===== config.mk =====
export PLATFORM = sky130hd
export DESIGN_NAME = spi_host_shifter
export DESIGN_NICKNAME = d
export VERILOG_FILES = /design/src/rtl/spi_host_pkg.sv /design/src/rtl/spi_host_baud.sv /design/src/rtl/spi_host_shreg.sv /design/src/rtl/spi_host_seq.sv /design/src/rtl/spi_host_shifter.sv
export SDC_FILE = /design/constraint.sdc
export NUM_CORES = 1
export LEC_CHECK = 0
export CAP_MARGIN = 25
export CORE_MARGIN = 2
export CORE_UTILIZATION = 59
export CTS_BUF_LIST = sky130_fd_sc_hd__clkbuf_8 sky130_fd_sc_hd__clkbuf_16
export CTS_CLUSTER_DIAMETER = 30
export DETAILED_ROUTE_END_ITERATION = 8
export GPL_TIMING_DRIVEN = 0
export PLACE_DENSITY_LB_ADDON = 0.2
export SETUP_SLACK_MARGIN = 0.4
export SYNTH_ARGS = -nofsm -noshare
export SYNTH_HDL_FRONTEND = slang
export SYNTH_SLANG_ARGS = --single-unit

===== constraint.sdc =====
create_clock -name clk -period 10.5 [get_ports clk]
set_input_delay 2.1 -clock clk [delete_from_list [all_inputs] [get_ports clk]]
set_output_delay 2.1 -clock clk [all_outputs]
set_load 0.005 [all_outputs]

===== src/rtl/spi_host_pkg.sv =====
package spi_host_pkg;

  localparam int WORD_W = 16;
  localparam int DIV_W  = 14;

  typedef enum logic {
    ST_IDLE  = 1'b0,
    ST_SHIFT = 1'b1
  } seq_state_t;

endpackage


===== src/rtl/spi_host_baud.sv =====
module spi_host_baud #(
  parameter int DIV_W = spi_host_pkg::DIV_W
) (
  input  logic             clk,
  input  logic             rst,
  input  logic             en,
  input  logic [DIV_W-1:0] div,
  output logic             tick
);

  localparam logic [DIV_W-1:0] ONE = {{(DIV_W-1){1'b0}}, 1'b1};

  logic [DIV_W-1:0] cnt;
  logic [DIV_W-1:0] lim;

  // A zero divider behaves as one
  always_comb lim = (div == '0) ? ONE : div;

  assign tick = en && (cnt == (lim - ONE));

  always_ff @(posedge clk) begin
    if (rst || !en) cnt <= '0;
    else if (tick)  cnt <= '0;
    else            cnt <= cnt + ONE;
  end

endmodule


===== src/rtl/spi_host_shreg.sv =====
module spi_host_shreg #(
  parameter int WORD_W = spi_host_pkg::WORD_W
) (
  input  logic              clk,
  input  logic              rst,
  input  logic              load,
  input  logic [WORD_W-1:0] tx_word,
  input  logic              lsb_first,
  input  logic              wide,
  input  logic              duplex,
  input  logic              shift_tx,
  input  logic              sample,
  input  logic              miso,
  output logic              mosi,
  output logic [WORD_W-1:0] rx_word
);

  localparam int HALF_W = WORD_W / 2;

  logic [WORD_W-1:0] txsh;
  logic [WORD_W-1:0] rxsh;
  logic [WORD_W-1:0] rx_next;
  logic [WORD_W-1:0] load_val;
  logic [WORD_W-1:0] tx_flip;

  // Transmit word reversed end to end: bit 0 lands at the top
  always_comb begin
    for (int i = 0; i < WORD_W; i++) tx_flip[i] = tx_word[WORD_W-1-i];
  end

  // Top bit of the transmit register is always the next bit on the wire
  always_comb begin
    if (!duplex)        load_val = '1;
    else if (lsb_first) load_val = tx_flip;
    else if (wide)      load_val = tx_word;
    else                load_val = {tx_word[HALF_W-1:0], {HALF_W{1'b0}}};
  end

  always_comb rx_next = sample ? {rxsh[WORD_W-2:0], miso} : rxsh;

  // First bit received sits highest in the filled part of rx_next
  always_comb begin
    rx_word = '0;
    if (wide) begin
      for (int i = 0; i < WORD_W; i++)
        rx_word[i] = lsb_first ? rx_next[WORD_W-1-i] : rx_next[i];
    end else begin
      for (int i = 0; i < HALF_W; i++)
        rx_word[i] = lsb_first ? rx_next[HALF_W-1-i] : rx_next[i];
    end
  end

  always_ff @(posedge clk) begin
    if (rst) begin
      txsh <= '1;
      rxsh <= '0;
    end else if (load) begin
      txsh <= load_val;
      rxsh <= '0;
    end else begin
      if (shift_tx) txsh <= {txsh[WORD_W-2:0], 1'b1};
      rxsh <= rx_next;
    end
  end

  assign mosi = txsh[WORD_W-1];

endmodule


===== src/rtl/spi_host_seq.sv =====
module spi_host_seq #(
  parameter int WORD_W = spi_host_pkg::WORD_W
) (
  input  logic              clk,
  input  logic              rst,
  input  logic              run,
  input  logic              duplex,
  input  logic              wide,
  input  logic              cpha,
  input  logic              tx_valid,
  input  logic              rx_ready,
  input  logic              tick,
  input  logic [WORD_W-1:0] rx_word,
  output logic              busy,
  output logic              phase,
  output logic              load,
  output logic              shift_tx,
  output logic              sample,
  output logic              tx_ready,
  output logic              rx_valid,
  output logic [WORD_W-1:0] rx_data
);

  import spi_host_pkg::*;

  localparam int EDGE_W = $clog2(2 * WORD_W);
  localparam logic [EDGE_W-1:0] LAST_WIDE   = EDGE_W'(2 * WORD_W - 1);
  localparam logic [EDGE_W-1:0] LAST_NARROW = EDGE_W'(WORD_W - 1);

  seq_state_t        state;
  logic [EDGE_W-1:0] ecnt;
  logic [EDGE_W-1:0] last_e;
  logic              idle_ok;
  logic              start;

  assign last_e  = wide ? LAST_WIDE : LAST_NARROW;
  assign busy    = (state == ST_SHIFT);
  assign idle_ok = (state == ST_IDLE) && run && !rx_valid;
  assign tx_ready = idle_ok && duplex;
  assign start   = idle_ok && (!duplex || tx_valid);
  assign load    = start;

  // Even edge count = leading edge of a bit
  assign sample   = tick && (cpha ? ecnt[0] : !ecnt[0]);
  assign shift_tx = tick && (cpha ? (!ecnt[0] && (ecnt != '0)) : ecnt[0]);

  always_ff @(posedge clk) begin
    if (rst) begin
      state    <= ST_IDLE;
      ecnt     <= '0;
      phase    <= 1'b0;
      rx_valid <= 1'b0;
      rx_data  <= '0;
    end else begin
      if (rx_valid && rx_ready) rx_valid <= 1'b0;
      case (state)
        ST_IDLE: begin
          if (start) begin
            state <= ST_SHIFT;
            ecnt  <= '0;
            phase <= 1'b0;
          end
        end
        ST_SHIFT: begin
          if (tick) begin
            phase <= ~phase;
            if (ecnt == last_e) begin
              state    <= ST_IDLE;
              rx_valid <= 1'b1;
              rx_data  <= rx_word;
            end else begin
              ecnt <= ecnt + 1'b1;
            end
          end
        end
        default: state <= ST_IDLE;
      endcase
    end
  end

endmodule


===== src/rtl/spi_host_shifter.sv =====
module spi_host_shifter #(
  parameter int WORD_W = spi_host_pkg::WORD_W,
  parameter int DIV_W  = spi_host_pkg::DIV_W
) (
  input  logic              clk,
  input  logic              rst,
  input  logic [DIV_W-1:0]  cfg_div,
  input  logic              cfg_ckp,
  input  logic              cfg_dap,
  input  logic              cfg_lsb_first,
  input  logic              cfg_wide,
  input  logic              cfg_duplex,
  input  logic              cfg_sel_en,
  input  logic              cfg_sel_pol,
  input  logic              run,
  output logic              busy,
  input  logic [WORD_W-1:0] tx_data,
  input  logic              tx_valid,
  output logic              tx_ready,
  output logic [WORD_W-1:0] rx_data,
  output logic              rx_valid,
  input  logic              rx_ready,
  output logic              sclk,
  output logic              mosi,
  input  logic              miso,
  output logic              sel
);

  logic              tick;
  logic              phase;
  logic              load;
  logic              shift_tx;
  logic              sample;
  logic              cpol;
  logic              cpha;
  logic [WORD_W-1:0] rx_word;

  // Configuration bits carry the inverse of the usual mode bits
  assign cpol = ~cfg_ckp;
  assign cpha = ~cfg_dap;

  spi_host_baud #(.DIV_W(DIV_W)) u_baud (
    .clk  (clk),
    .rst  (rst),
    .en   (busy),
    .div  (cfg_div),
    .tick (tick)
  );

  spi_host_seq #(.WORD_W(WORD_W)) u_seq (
    .clk      (clk),
    .rst      (rst),
    .run      (run),
    .duplex   (cfg_duplex),
    .wide     (cfg_wide),
    .cpha     (cpha),
    .tx_valid (tx_valid),
    .rx_ready (rx_ready),
    .tick     (tick),
    .rx_word  (rx_word),
    .busy     (busy),
    .phase    (phase),
    .load     (load),
    .shift_tx (shift_tx),
    .sample   (sample),
    .tx_ready (tx_ready),
    .rx_valid (rx_valid),
    .rx_data  (rx_data)
  );

  spi_host_shreg #(.WORD_W(WORD_W)) u_shreg (
    .clk       (clk),
    .rst       (rst),
    .load      (load),
    .tx_word   (tx_data),
    .lsb_first (cfg_lsb_first),
    .wide      (cfg_wide),
    .duplex    (cfg_duplex),
    .shift_tx  (shift_tx),
    .sample    (sample),
    .miso      (miso),
    .mosi      (mosi),
    .rx_word   (rx_word)
  );

  assign sclk = phase ^ cpol;
  assign sel  = cfg_sel_en & (busy ? cfg_sel_pol : ~cfg_sel_pol);

endmodule


; ---- After elaboration in Yosys (flattened, before gate mapping)
; Index checks and enable logic that the tools add are counted.
; Widths: inputs -> output; s select.
[totals]
input_bits = 43
elab_cells = 97
reg_bits = 70
out_inout_bits = 22
[classes]
n_bitwise = 6
addsub = 3
muxes = 52
eq_ne = 5
n_reduce_logical = 23
[ops]
columns = cell, count
row1 = $mux 16, 6
row2 = $mux 1, 36
row3 = $mux 5, 4
row4 = $mux 8, 2
row5 = $add 14x1->14 const B, 1
row6 = $eq 14x14->1, 1
row7 = $logic_not 14->1, 1
row8 = $mux 14, 1
row9 = $sub 14x1->14 const B, 1
row10 = $pmux 5 s2, 1
row11 = $logic_and 1x1->1, 9
row12 = $reduce_and 3->1, 2
row13 = $add 5x1->5 const B, 1
row14 = $eq 5x5->1, 1
row15 = $reduce_bool 5->1, 1
row16 = $logic_not 1->1, 4
row17 = $ne 2x2->1 const B, 2
row18 = $not 1->1, 4
row19 = $pmux 1 s2, 2
row20 = $reduce_or 2->1, 2
row21 = $logic_or 1x1->1, 2
row22 = $ne 2x1->1 const B, 1
row23 = $reduce_and 2->1, 1
row24 = $reduce_bool 2->1, 1
row25 = other kinds (2), 2

; ---- Logic depth before layout (Yosys ltp)
[depth]
depth_word = 9
mapped_depth = 14

; ---- By module
; A second synthesis with hierarchy kept.
[hier_totals]
hier_cells = 508
area_unflattened_um2 = 4260.3
[by_module_without_submodules]
columns = mod, seq_area_each_um2, n_inst, area_per_inst_um2, cells_per_inst
row1 = spi_host_shreg, 640.6, 1, 1916.8, 208
row2 = spi_host_baud, 280.3, 1, 1251.2, 165
row3 = spi_host_seq, 480.5, 1, 1064.8, 131
row4 = spi_host_shifter, 0.0, 1, 27.5, 4

; ---- Worst setup path after synthesis
; OpenSTA, ideal clock, no wires.
[synth_timing]
kind = input to register
from = in cfg_div[3]
to = reg u_shreg.txsh[10]
t_arrival_ps = 4668
setup_time_ps = 122
required_ps = 10378
setup_slack_ps = 5710
stages = 12
path_cell_list = nor4_2 -> a41oi_1 -> ha_1 -> nand2b_1 -> nor4_1 -> and4bb_1 -> nor3_1 -> or3_1 -> buf_2 -> nor4_4 -> nor2_2 -> a221o_1
[synth_via]
elab_chain_cells = 7
[synth_rtl]
columns = element, line_no
row1 = "start, declared", spi_host_shifter.sv:7  ; input logic [DIV_W-1:0] cfg_div,
row2 = $logic_not 14->1, spi_host_baud.sv:17  ; always_comb lim = (div == '0) ? ONE : div;
row3 = $mux 14 *, spi_host_baud.sv:17
row4 = $sub 14x1->14 *, spi_host_baud.sv:19  ; assign tick = en && (cnt == (lim - ONE));
row5 = $eq 14x14->1 *, spi_host_baud.sv:19
row6 = $logic_and 1x1->1 *, spi_host_baud.sv:19
row7 = $logic_and 1x1->1 *, spi_host_seq.sv:45  ; assign shift_tx = tick && (cpha ? (!ecnt[0] && (ecnt != '0)) : ecnt[0]);
row8 = $reduce_bool 2->1 (no line) *, -
row9 = "end signal, assigned", spi_host_shreg.sv:58  ; txsh <= load_val;
row10 = "end signal, assigned", spi_host_shreg.sv:61  ; if (shift_tx) txsh <= {txsh[WORD_W-2:0], 1'b1};
row11 = "end, declared", spi_host_shreg.sv:20  ; logic [WORD_W-1:0] txsh;
; Every way passes the cells marked *; elsewhere a longest branch is shown, timed or not.
; A chain may end at the register's enable or synchronous reset.

; ---- Worst setup path after layout
[layout_timing]
from = in cfg_div[7]
to = reg u_seq.rx_data[0]
[layout_via]
elab_chain_cells = 9
elab_cells_between_ends = 11
cone_classes = add/sub: 1 / eq/ne: 1 / mux: 5 / reduce/logical: 4
[layout_rtl]
columns = element, line_no
row1 = $logic_not 14->1, spi_host_baud.sv:17
row2 = $mux 14 *, spi_host_baud.sv:17
row3 = $sub 14x1->14 *, spi_host_baud.sv:19
row4 = $eq 14x14->1 *, spi_host_baud.sv:19
row5 = $logic_and 1x1->1 *, spi_host_baud.sv:19
row6 = $logic_and 1x1->1, spi_host_seq.sv:44  ; assign sample = tick && (cpha ? ecnt[0] : !ecnt[0]);
row7 = $mux 16, spi_host_shreg.sv:39  ; always_comb rx_next = sample ? {rxsh[WORD_W-2:0], miso} : rxsh;
row8 = $mux 1 (on tied branches), "spi_host_shreg.sv:49, spi_host_shreg.sv:46"
row9 = $mux 8, spi_host_shreg.sv:44  ; if (wide) begin
row10 = "end signal, assigned", spi_host_seq.sv:70  ; rx_data <= rx_word;
row11 = "end, declared", spi_host_seq.sv:21  ; output logic [WORD_W-1:0] rx_data
; Marked as above.

==> results.toml <==
[run_status]
status = "completed"

[worst_setup_path]
regToRegEndpoint = "u_seq.rx_data[0]"
crit_family = "buffers and inverters"
worstPathBufferInverterCount = 4
critPathRequiredTime_ps = 10730
critPathMaxFanout = 10
start_kind = "primary input"
slowest_stage = "clkdlybuf4s50_1"
arrival_ps = 6070
reg2reg_from = "u_baud.cnt[3]"
cp.depth = 14
critPathKind = "in -> reg"
crit_chain = "clkdlybuf4s50_1 > nor4_4 > a41oi_1 > ha_1 > inv_1 > or3_1 > xnor2_1 > o2111ai_1 > nor3_1 > buf_2 > clkbuf_1 > a21oi_1 > o21ai_0 > nand3_1"
worst-r2r-setup-slack_ps = 7320
ff2ff_path_depth = 10
crit_path_end = "u_seq.rx_data[0]"
cp-startpoint = "cfg_div[7]"
cp_slowest_stage_delay_ps = 590
end_kind = "flop"

[place]
place.gp.congestion = 0.915
dpl_worst_slack_ps = 4450
hpwl_mm = 8.38
dp_cells = 660
numPortBuffers = 63

[yosys]
async_flop_share_pct = 0
synth_nets = 544
synth_area_sq_um = 4270
synth-edff-count = 0
synth_seq_area_share_pct = 32.8
dominantRegCellSynth = "dfxtp_1"
synth_cell_types = 62
synth_warnings = 0
synth_cells = 497
synth_area_per_cell_sq_um = 8.59
synth-seq-cells = 70

[clock_tree]
cts_max_level = 3
root_buffer = "clkbuf_8"
cts_sinks = 70
numCtsBuffers = 9
clockBufferDepth = 2
cts_resized = 0
path_clk_slew_ps = 80
clock_latency_ps = 350
postCtsSetupBuffers = 0
holdBufCountCts = 0
cts_tree = "done"

[timing]
fmax_mhz = 171
period_minus_slack_ps = 5840
grt_setup_unrepaired = "no"
relSlewSlack_pct = 28.9
finalCritPeriodShare_pct = 55.6
slew_violations = 0
setup_ws_ps = 4660
finalSetupTns_ps = 0
setup_viol = 0
tightest_slew_ps = 1060
clock_skew_ps = 9.41
hold_slack_ps = 453
hold_viol_final = 0

[die]
fp.dieH_microns = 89.1
io_pins = 65
dieArea_sq_um = 7930
num_rows = 31
core_sq_um = 7140
die_x_microns = 89.1
start_util_pct = 59.8

[routing]
num_vias = 4165
drc = 0
drt-pass1-iter-count = 6
post_drt_wl_per_cell_microns = 16.5
drt_wl_total_mm = 11.1
drt_iter0_markers = 256
avgViaCountPerCell = 6.16
postRouteAntennaNets = 0

[global_routing]
grtUsageTotal_pct = 28.8
grt_pass1_vias = 4004
grt_start_max_net_pins = 13
grt_overflow = 0
antenna_found_initial = 0
grt_pass1_wl_mm = 18.1

[job]
drv_cap = 0

[final_layout]
syn2layout_area_growth_pct = 22.6
finalNonFillerCells = 676
num_antenna_cells = 0
final_nets = 619
layout-drive-gt1-share_pct = 9.01

[power_and_ir_drop]
p_total_uw = 566
powerDensity_nw_per_um2 = 108
p_leak_uw = 0.00187
max-vdd-ir-drop_mv = 0.0756

[hold_path]
hold_class = "reg -> reg"
min_path_cells = 2
-- flip-flops by register name, summed over array words and instances, names as in the netlist --
register and count:
u_seq.rx_data 16, u_shreg.rxsh 16, u_shreg.txsh 16, u_baud.cnt 14, u_seq.ecnt 5, u_seq.busy 1
u_seq.phase 1, u_seq.rx_valid 1
-- metrics by stage --
step,utilization (%),cell area (sq um)
final,73.3,5230
after detailed placement,70.5,5030
after CTS,73.3,5230
after global placement,70.4,5020
after global routing,73.3,5230
after floorplan,-,4270
-- cells in the final DEF, fill, tap and decap left out, types with 4 or more instances in the layout --
master,instances
nor3_1,5
o21ai_1,9
mux2_2,9
a221o_1,8
inv_1,11
nor4_1,5
a22o_1,8
nand3_1,29
a21oi_1,30
o31ai_1,5
a221oi_1,7
mux2i_1,16
or3_1,6
a21o_1,8
xor2_1,14
clkdlybuf4s50_1,63
and3_1,11
o21a_1,10
mux4_2,7
nand2_1,47
nand2b_1,19
a211oi_1,11
dfxtp_1,70
or4_1,5
clkbuf_8,10
clkbuf_1,22
a22oi_1,10
buf_2,5
o21ai_0,13
a21boi_0,4
xnor2_1,16
ha_1,4
nor2_1,26
-- Yosys cell counts (2+ instances only) --
| cell | n | area (sq um) |
|---|---|---|
| and2_1 | 3 | 18.8 |
| a221oi_1 | 7 | 61.3 |
| clkbuf_1 | 22 | 82.6 |
| a21oi_1 | 30 | 150 |
| dfxtp_1 | 70 | 1400 |
| mux4_2 | 7 | 158 |
| nor4b_1 | 3 | 26.3 |
| buf_1 | 2 | 7.51 |
| or3_1 | 6 | 37.5 |
| nand4b_1 | 3 | 26.3 |
| o21ai_0 | 13 | 65.1 |
| xnor2_1 | 16 | 140 |
| o21a_1 | 10 | 75.1 |
| nand3_1 | 29 | 145 |
| a21boi_1 | 3 | 22.5 |
| nor4_1 | 5 | 31.3 |
| a22oi_1 | 10 | 75.1 |
| a21o_1 | 8 | 60.1 |
| a22o_1 | 8 | 70.1 |
| inv_1 | 11 | 41.3 |
| nand4_1 | 2 | 12.5 |
| buf_2 | 5 | 25.0 |
| o31ai_1 | 5 | 37.5 |
| nand2b_1 | 19 | 119 |
| nor4_4 | 2 | 42.5 |
| nor2b_1 | 3 | 18.8 |
| or4_1 | 5 | 37.5 |
| mux2i_1 | 16 | 160 |
| o21ai_1 | 9 | 45.0 |
| nand2_1 | 47 | 176 |
| o211ai_1 | 3 | 22.5 |
| xor2_1 | 14 | 123 |
| mux2_2 | 9 | 101 |
| nor3_1 | 5 | 25.0 |
| nor2_1 | 26 | 97.6 |
| a211oi_1 | 11 | 82.6 |
| and3_1 | 11 | 68.8 |
| ha_1 | 4 | 50.1 |
| a221o_1 | 8 | 80.1 |
| a21boi_0 | 4 | 30.0 |
| a31oi_1 | 2 | 12.5 |
-- worst reg2reg max path: cells and delay by family (launching register included) --
kind / cells / cell delay [ps]
multiplexers: 1 / 140
AO/OA/AOI/OAI: 3 / 610
flip-flops: 1 / 350
XOR/XNOR: 1 / 190
buffers and inverters: 2 / 710
AND/OR/NAND/NOR: 3 / 1070
-- power breakdown --
group / internal [uW] / switching [uW] / total [uW]
Sequential: 270 / 2.87 / 273
Combinational: 36.8 / 38.0 / 74.8
Clock: 115 / 103 / 219
-- cell type report --
cell class / count / area [sq um]
plain buffers: 30 / 126
flip-flops and latches: 70 / 1400
well taps: 99 / 124
repair buffers: 64 / 641
multi-input cells: 386 / 2700
inverters: 11 / 41.3
fillers: 562 / 1900
clock buffers: 10 / 138
clock inverters: 6 / 61.3
-- kinds of logic (layout without fill, tap and decap cells) --
logic type	count (synthesis)	after routing	share of synthesized area (%)
simple gates	182	182	23.7
compound gates	138	138	22.4
flops	70	70	32.8
buf+inv	41	121	3.93
mux	32	32	9.82
xor+xnor	30	30	6.15
fa+ha+maj	4	4	1.17
-- how the worst min path moves through the flow --
| stage | startpoint | to | slack (ps) |
|---|---|---|---|
| global placement | u_seq.rx_data[3] | u_seq.rx_data[3] | 430 |
| global route | u_seq.rx_data[3] | u_seq.rx_data[3] | 480 |
| floorplan | u_shreg.rxsh[15] | u_shreg.rxsh[15] | 440 |
| finish | u_seq.rx_data[3] | u_seq.rx_data[3] | 450 |
| CTS | u_seq.rx_data[3] | u_seq.rx_data[3] | 460 |
| detailed placement | u_seq.rx_data[3] | u_seq.rx_data[3] | 440 |
-- routing by layer --
metal,wire length [microns],track usage (%)
met3,639,4.52
met4,239,10.0
met5,0,0
met2,5320,47.8
met1,4930,38.4
Power figures use the tool's default switching activity.
